## config.mk

```make
export PLATFORM = sky130hd
export DESIGN_NAME = gf4096_tower_mul
export DESIGN_NICKNAME = d
export VERILOG_FILES = /design/src/rtl/gf4096_pkg.sv /design/src/rtl/gf64_mul.sv /design/src/rtl/gf4096_core.sv /design/src/rtl/gf4096_tower_mul.sv
export SDC_FILE = /design/constraint.sdc
export NUM_CORES = 1
export LEC_CHECK = 0
export BUFFER_PORTS_ARGS = -buffer_cell sky130_fd_sc_hd__buf_2
export CAP_MARGIN = 20
export CORE_ASPECT_RATIO = 1.1
export CORE_UTILIZATION = 50
export CTS_CLUSTER_DIAMETER = 120
export DETAILED_ROUTE_END_ITERATION = 8
export PLACE_DENSITY = 0.75
export SLEW_MARGIN = 20
export SYNTH_ARGS = -nofsm -noshare
export SYNTH_HDL_FRONTEND = slang
export SYNTH_SLANG_ARGS = --single-unit
```

## constraint.sdc

```tcl
create_clock -name clk -period 0.8 [get_ports clk]
set_clock_uncertainty 0.05 [all_clocks]
set_input_delay 0.08 -clock clk [delete_from_list [all_inputs] [get_ports clk]]
set_output_delay 0.08 -clock clk [all_outputs]
set_load 0.1 [all_outputs]
```

## src/rtl/gf4096_pkg.sv

```systemverilog
package gf4096_pkg;
    localparam int SUB_W  = 6;
    localparam int FULL_W = 2 * SUB_W;
    // low six bits of x^6+x+1 after the x^6 term is folded back
    localparam logic [SUB_W-1:0]  SUB_FOLD  = 6'h03;
    // constant term of the extension polynomial
    localparam logic [SUB_W-1:0]  EXT_CONST = 6'h21;
    // generator used by the power-sequence step
    localparam logic [FULL_W-1:0] STEP_GEN  = 12'hE01;
    localparam logic [FULL_W-1:0] FIELD_ONE = 12'h001;

    typedef logic [SUB_W-1:0]  sub_elem_t;
    typedef logic [FULL_W-1:0] elem_t;

    typedef enum logic [0:0] {
        OP_MUL  = 1'b0,
        OP_STEP = 1'b1
    } op_kind_e;
endpackage

```

## src/rtl/gf64_mul.sv

```systemverilog
module gf64_mul
    import gf4096_pkg::*;
(
    input  logic [SUB_W-1:0] x,
    input  logic [SUB_W-1:0] y,
    output logic [SUB_W-1:0] z
);
    // y_sh[k] is y times alpha^k, acc[k] the partial sum after k bits of x
    logic [SUB_W-1:0] y_sh [SUB_W+1];
    logic [SUB_W-1:0] acc  [SUB_W+1];

    assign y_sh[0] = y;
    assign acc[0]  = '0;

    for (genvar k = 0; k < SUB_W; k++) begin : g_step
        assign acc[k+1]  = acc[k] ^ (x[k] ? y_sh[k] : '0);
        assign y_sh[k+1] = {y_sh[k][SUB_W-2:0], 1'b0}
                         ^ (y_sh[k][SUB_W-1] ? SUB_FOLD : '0);
    end

    assign z = acc[SUB_W];
endmodule

```

## src/rtl/gf4096_core.sv

```systemverilog
module gf4096_core
    import gf4096_pkg::*;
(
    input  logic [FULL_W-1:0] a,
    input  logic [FULL_W-1:0] b,
    output logic [FULL_W-1:0] p
);
    logic [SUB_W-1:0] a_hi, a_lo, b_hi, b_lo;
    logic [SUB_W-1:0] m_cross, m_low, m_high, m_scaled;

    assign a_hi = a[FULL_W-1:SUB_W];
    assign a_lo = a[SUB_W-1:0];
    assign b_hi = b[FULL_W-1:SUB_W];
    assign b_lo = b[SUB_W-1:0];

    gf64_mul u_cross (.x(a_hi ^ a_lo), .y(b_hi ^ b_lo), .z(m_cross));
    gf64_mul u_low   (.x(a_lo),        .y(b_lo),        .z(m_low));
    gf64_mul u_high  (.x(a_hi),        .y(b_hi),        .z(m_high));
    gf64_mul u_scale (.x(m_high),      .y(EXT_CONST),   .z(m_scaled));

    assign p = {m_cross ^ m_low, m_scaled ^ m_low};
endmodule

```

## src/rtl/gf4096_tower_mul.sv

```systemverilog
module gf4096_tower_mul
    import gf4096_pkg::*;
#(
    parameter int OUT_REG = 1
) (
    input  logic              clk,
    input  logic              rst_n,
    input  logic              in_valid,
    input  logic              step_mode,
    input  logic [11:0]       op_a,
    input  logic [11:0]       op_b,
    output logic              out_valid,
    output logic [11:0]       product
);
    op_kind_e          kind;
    logic [FULL_W-1:0] rhs;
    logic [FULL_W-1:0] core_p;
    logic [FULL_W-1:0] result;

    assign kind = op_kind_e'(step_mode);

    always_comb begin
        unique case (kind)
            OP_MUL:  rhs = op_b;
            OP_STEP: rhs = STEP_GEN;
            default: rhs = op_b;
        endcase
    end

    gf4096_core u_core (.a(op_a), .b(rhs), .p(core_p));

    always_comb begin
        if (kind == OP_STEP && op_a == '0) result = FIELD_ONE;
        else                               result = core_p;
    end

    if (OUT_REG != 0) begin : g_reg
        always_ff @(posedge clk or negedge rst_n) begin
            if (!rst_n) begin
                product   <= '0;
                out_valid <= 1'b0;
            end else begin
                product   <= result;
                out_valid <= in_valid;
            end
        end
    end else begin : g_comb
        assign product   = result;
        assign out_valid = in_valid;
    end
endmodule

```

==> results of run 1 <==
==> cells by family after synthesis <==
family                 after synthesis
multiplexers                         7
AND/OR/NAND/NOR                    131
buffers and inverters               44
flip-flops                          13
AO/OA/AOI/OAI                       85
XOR/XNOR                           103
==> cells in the mapped netlist (2+ instances only) <==
| master | instances | share of area |
|---|---|---|
| xnor2_1 | 72 | 0.24 |
| nand2_1 | 66 | 0.093 |
| nor2_1 | 44 | 0.062 |
| xor2_1 | 24 | 0.079 |
| a21oi_1 | 21 | 0.039 |
| o21ai_0 | 18 | 0.034 |
| buf_2 | 14 | 0.026 |
| dfrtp_1 | 13 | 0.12 |
| clkbuf_1 | 11 | 0.015 |
| o22ai_1 | 11 | 0.026 |
| nand3_1 | 7 | 0.013 |
| inv_1 | 6 | 0.0084 |
| a22oi_1 | 5 | 0.014 |
| buf_4 | 5 | 0.014 |
| mux2i_1 | 5 | 0.019 |
| a211oi_1 | 4 | 0.011 |
| buf_1 | 4 | 0.0056 |
| o211ai_1 | 4 | 0.011 |
| o221ai_1 | 4 | 0.013 |
| a21o_1 | 3 | 0.0084 |
| nor3_1 | 3 | 0.0056 |
| o21ai_1 | 3 | 0.0056 |
| inv_2 | 2 | 0.0028 |
| nor2b_1 | 2 | 0.0047 |
| nor4_1 | 2 | 0.0047 |
| o32a_1 | 2 | 0.0075 |
| xnor2_2 | 2 | 0.012 |
| xnor3_1 | 2 | 0.017 |
| xor2_2 | 2 | 0.012 |
==> what timing repair did <==
action                                  CTS
pin swaps                                57
hold buffers                              2
cloned                                    0
setup buffers                            17
endpoints found under the hold margin    14
endpoints found under the setup margin   25
gates resized for setup                  76
==> metrics by stage <==
| stage | TNS, ns | util |
|---|---|---|
| 3_5_place_dp | -12.50 | 0.798 |
| 2_1_floorplan | -7.89 | - |
| 4_1_cts | -10.34 | 0.898 |
| 3_3_place_gp | -11.68 | 0.798 |
==> flow_metrics.tcl, run 1 <==
set metrics [dict create \
    outcome "stopped before the end" \
    stop_stage "global routing (5_1_grt)" \
    firstError "[ERROR DPL-0038] Utilization greater than 100%, impossible to legalize" \
    worst_path_end_type "register data pin" \
    yosysUniqueCellTypes 51 \
    ys_seq_elements 13 \
    clock_path_buffers 2 \
    dp_hpwl_um 6850 \
    place_ws_ns -1.18 \
    synthSimpleGateAreaFrac 0.201 \
    synth_compound_gate_area_share 0.206 \
    netlist_area_sq_um 2670 \
    die_x_um 71.7 \
    globalplace.congestion 0.874 \
    cts_root_buf "clkbuf_8" \
    placed_area_sq_um 4040 \
    synth_area_per_cell_sq_um 6.97 \
    rows 27 \
    synth.mux.area_fraction 0.0286 \
    io_buffers 40 \
    synth_top_family_by_area "XOR/XNOR gates" \
    start_util 0.527 \
    synth_async_sr_flop_share 1.00 \
    cts_sinks 13 \
    grt_max_degree 23 \
    cts_buffers 3 \
    ys_seq_area_frac 0.122 \
    synth_xor_area_frac 0.365 \
    htreeDepth 1 \
    synth_edf_count 0 \
    synth_flop_cell "dfrtp_1" \
    yosysWarningCount 0 \
    syn_inst 383 \
    syn-num-nets 411 \
    die_y_um 78.7 \
    grt_worst_setup_endpoint "product[0]$_DFF_PN0_/D" \
    synth_fa_ha_area_frac 0 \
    place_inst 537 \
    io_pins 41 \
]
==> run 2, diff against run 1 <==
--- a/config.mk
+++ b/config.mk
@@ -7,11 +7,9 @@
 export LEC_CHECK = 0
 export BUFFER_PORTS_ARGS = -buffer_cell sky130_fd_sc_hd__buf_2
 export CAP_MARGIN = 20
-export CORE_ASPECT_RATIO = 1.1
-export CORE_UTILIZATION = 50
-export CTS_CLUSTER_DIAMETER = 120
+export CORE_UTILIZATION = 35
 export DETAILED_ROUTE_END_ITERATION = 8
-export PLACE_DENSITY = 0.75
+export PLACE_DENSITY_LB_ADDON = 0.15
 export SLEW_MARGIN = 20
 export SYNTH_ARGS = -nofsm -noshare
 export SYNTH_HDL_FRONTEND = slang
==> run 2 against run 1 <==
  * The flow now finishes, with violations (negative setup slack)
  * Synthesized area stayed put
  * Synthesized cell count stayed put
==> flow_metrics.tcl, run 2 <==
set metrics [dict create \
    p_int_mw 4.67 \
    tightest_slew_ns 0.386 \
    path_cells "buf_8 -> nand2_2 -> xnor3_2 -> xnor2_2 -> mux2_4 -> o22ai_4 -> buf_4 -> buf_6 -> buf_6 -> xnor2_1" \
    finalSetupViolCount 25 \
    post-route-min-period_ns 1.69 \
    fin_area_sq_um 4960 \
    dr.pass1.iters 4 \
    p_leak_nw 2.13 \
    outcome "finished, violations left" \
    cts_root_buf "clkbuf_8" \
    synth_flop_cell "dfrtp_1" \
    design.die.area_sq_um 7990 \
    critPathKind "in -> reg" \
    met3_usage 0.00923 \
    dr_total_vias 3100 \
    drt_iter0_drc 171 \
    synth_top_cells_by_count "xnor2_1, nand2_1, nor2_1" \
    p_per_area_nw_per_um2 1880 \
    io_buffers 40 \
    die_y_um 89.4 \
    critPathSlowestCell "xnor3_2" \
    drv_slew 0 \
    path_clk_slew_ns 0.05 \
    p_total_mw 9.35 \
    multiInputGateArea_sq_um 2860 \
    peakVddDrop_uv 996 \
    syn-num-nets 411 \
    reg.largest.list "product (12), out_valid (1)" \
    final_cell_mix "buf_4, nand2_1, xnor2_1, nor2_1, xnor2_2" \
    end_kind "flip-flop" \
    cpLargestDelayFamily "XOR/XNOR gates" \
    htreeDepth 1 \
    rows 31 \
    setup_slack_ns -0.894 \
    ys_seq_area_frac 0.122 \
    yosysUniqueCellTypes 51 \
    grt_overflow 0 \
    relSlewSlack 0.741 \
    fill_cells 586 \
    viasPerCell 5.13 \
    core_sq_um 7330 \
    netlist_area_sq_um 2670 \
    met1_usage 0.287 \
    hold_ws_ns 0.206 \
    cts_buffers 3 \
    synth_edf_count 0 \
    synth_top_cell_by_area "xnor2_1" \
    synth_area_per_cell_sq_um 6.97 \
    max_freq_mhz 590 \
    worstPathRequired_ns 0.91 \
    cpPeakStageDelay_ns 0.42 \
    syn_inst 383 \
    routed_wl_um 8800 \
    cp_common_cell "buf_6" \
    use_met2 0.439 \
    crit_arrival_ns 1.80 \
    layout_commonest_cell "buf_4" \
    rsz0062_at_grt "true" \
    syn2layout_area_growth_pct 85.8 \
    dp_hpwl_um 6650 \
    start_util 0.364 \
    grtUsageTotal 0.232 \
    clkPwrFrac 0.061 \
    clock_path_buffers 2 \
    io_pins 41 \
    pwr-share-seq 0.135 \
    path_max_fanout 2 \
    grt.busiest_layer "met2" \
    wl_per_cell_um 14.6 \
    p_switching_mw 4.68 \
    fin_nets 534 \
    yosysMostFrequentCell "xnor2_1" \
    die_x_um 89.4 \
    tritoncts "done" \
    fin_crit_sh 2.12 \
    hp-class "in -> async" \
    grt_max_degree 19 \
    p_comb_frac 0.804 \
    synth_top_cell_area_share 0.236 \
    startpoint_type "input port" \
    switching_share 0.500 \
    ant_nets 0 \
    drv_cap 0 \
    regMostFlops "product" \
    seqCellArea_sq_um 340 \
    drive_above_1_share 0.550 \
    grt_pass1_vias 3084 \
    placed_area_sq_um 4150 \
    yosysWarningCount 0 \
    grt_pass1_wl_um 14300 \
    ys_seq_elements 13 \
    globalplace.congestion 0.842 \
    grt_antenna_before_repair 0 \
    finish.utilization 0.677 \
    synth_async_sr_flop_share 1.00 \
    critical_path_buf_inv_count 4 \
    n_antenna_cell 0 \
    violations "negative setup slack" \
    synth_area_leaders "xnor2_1, dfrtp_1, nand2_1" \
    largest_reg_flops 12 \
    cts_sinks 13 \
    drc 0 \
    final_hold_viol_count 0 \
]
[run 2: cell counts after synthesis]
No cell type changed its count.
[run 2: metal layers]
metal  wire [um]  up-vias
met5           0        -
met4          94        0
met3         316       10
met2        4850       75
met1        3540     1489
li1            -     1526
[run 2: path summary, 6_finish.rpt]
kind | start | to | slack, ns | depth (start not counted)
worst min-delay path | rst_n | product[0] | 0.21 | 2
min in group clk | op_a[1] | product[0] | 0.27 | 5
worst max-delay path | op_b[1] | product[6] | -0.89 | 10
max in group asynchronous | rst_n | product[2] | 0.25 | 2
[run 2: cells by family after synthesis]
family,count (synthesis),share of synthesized area
AND/OR/NAND/NOR,131,0.201
flip-flops,13,0.122
multiplexers,7,0.0286
AO/OA/AOI/OAI,85,0.206
XOR/XNOR,103,0.365
buffers and inverters,44,0.0782
[run 2: final cells by class]
cell class / count / area share
Inverter: 9 / 0.00983
Timing Repair Buffer: 153 / 0.312
Multi-Input combinational cell: 326 / 0.575
Tap cell: 99 / 0.0250
Sequential cell: 13 / 0.0686
Clock buffer: 4 / 0.00907
[run 2: metrics by stage]
stage	worst slack, ns	instances	setup TNS (ns)
CTS	-0.889	596	-10.49
global route	-0.951	604	-11.88
floorplan	-0.943	383	-7.89
global placement	-1.17	584	-12.12
finish	-0.894	604	-10.38
detailed placement	-1.18	584	-12.48
[run 2: power groups by stage]
stage               Clock [mW]  Sequential (mW)  Combinational (mW)
global route             0.616             1.29                7.92
global placement             0             1.27                6.80
finish                   0.569             1.26                7.52
CTS                      0.581             1.27                7.23
floorplan                    0             3.33                2.44
detailed placement           0             1.28                6.88
[run 2: repair_timing]
action / 4_1_cts / 5_1_grt
hold endpoints to repair: 14 / 0
endpoints found under the setup margin: 25 / 25
gates resized for setup: 80 / 57
gates cloned: 1 / 0
hold buffers: 2 / 0
pin swaps: 60 / 59
buffers inserted: 11 / 11
Note: power is estimated with default switching activity, not from simulation.
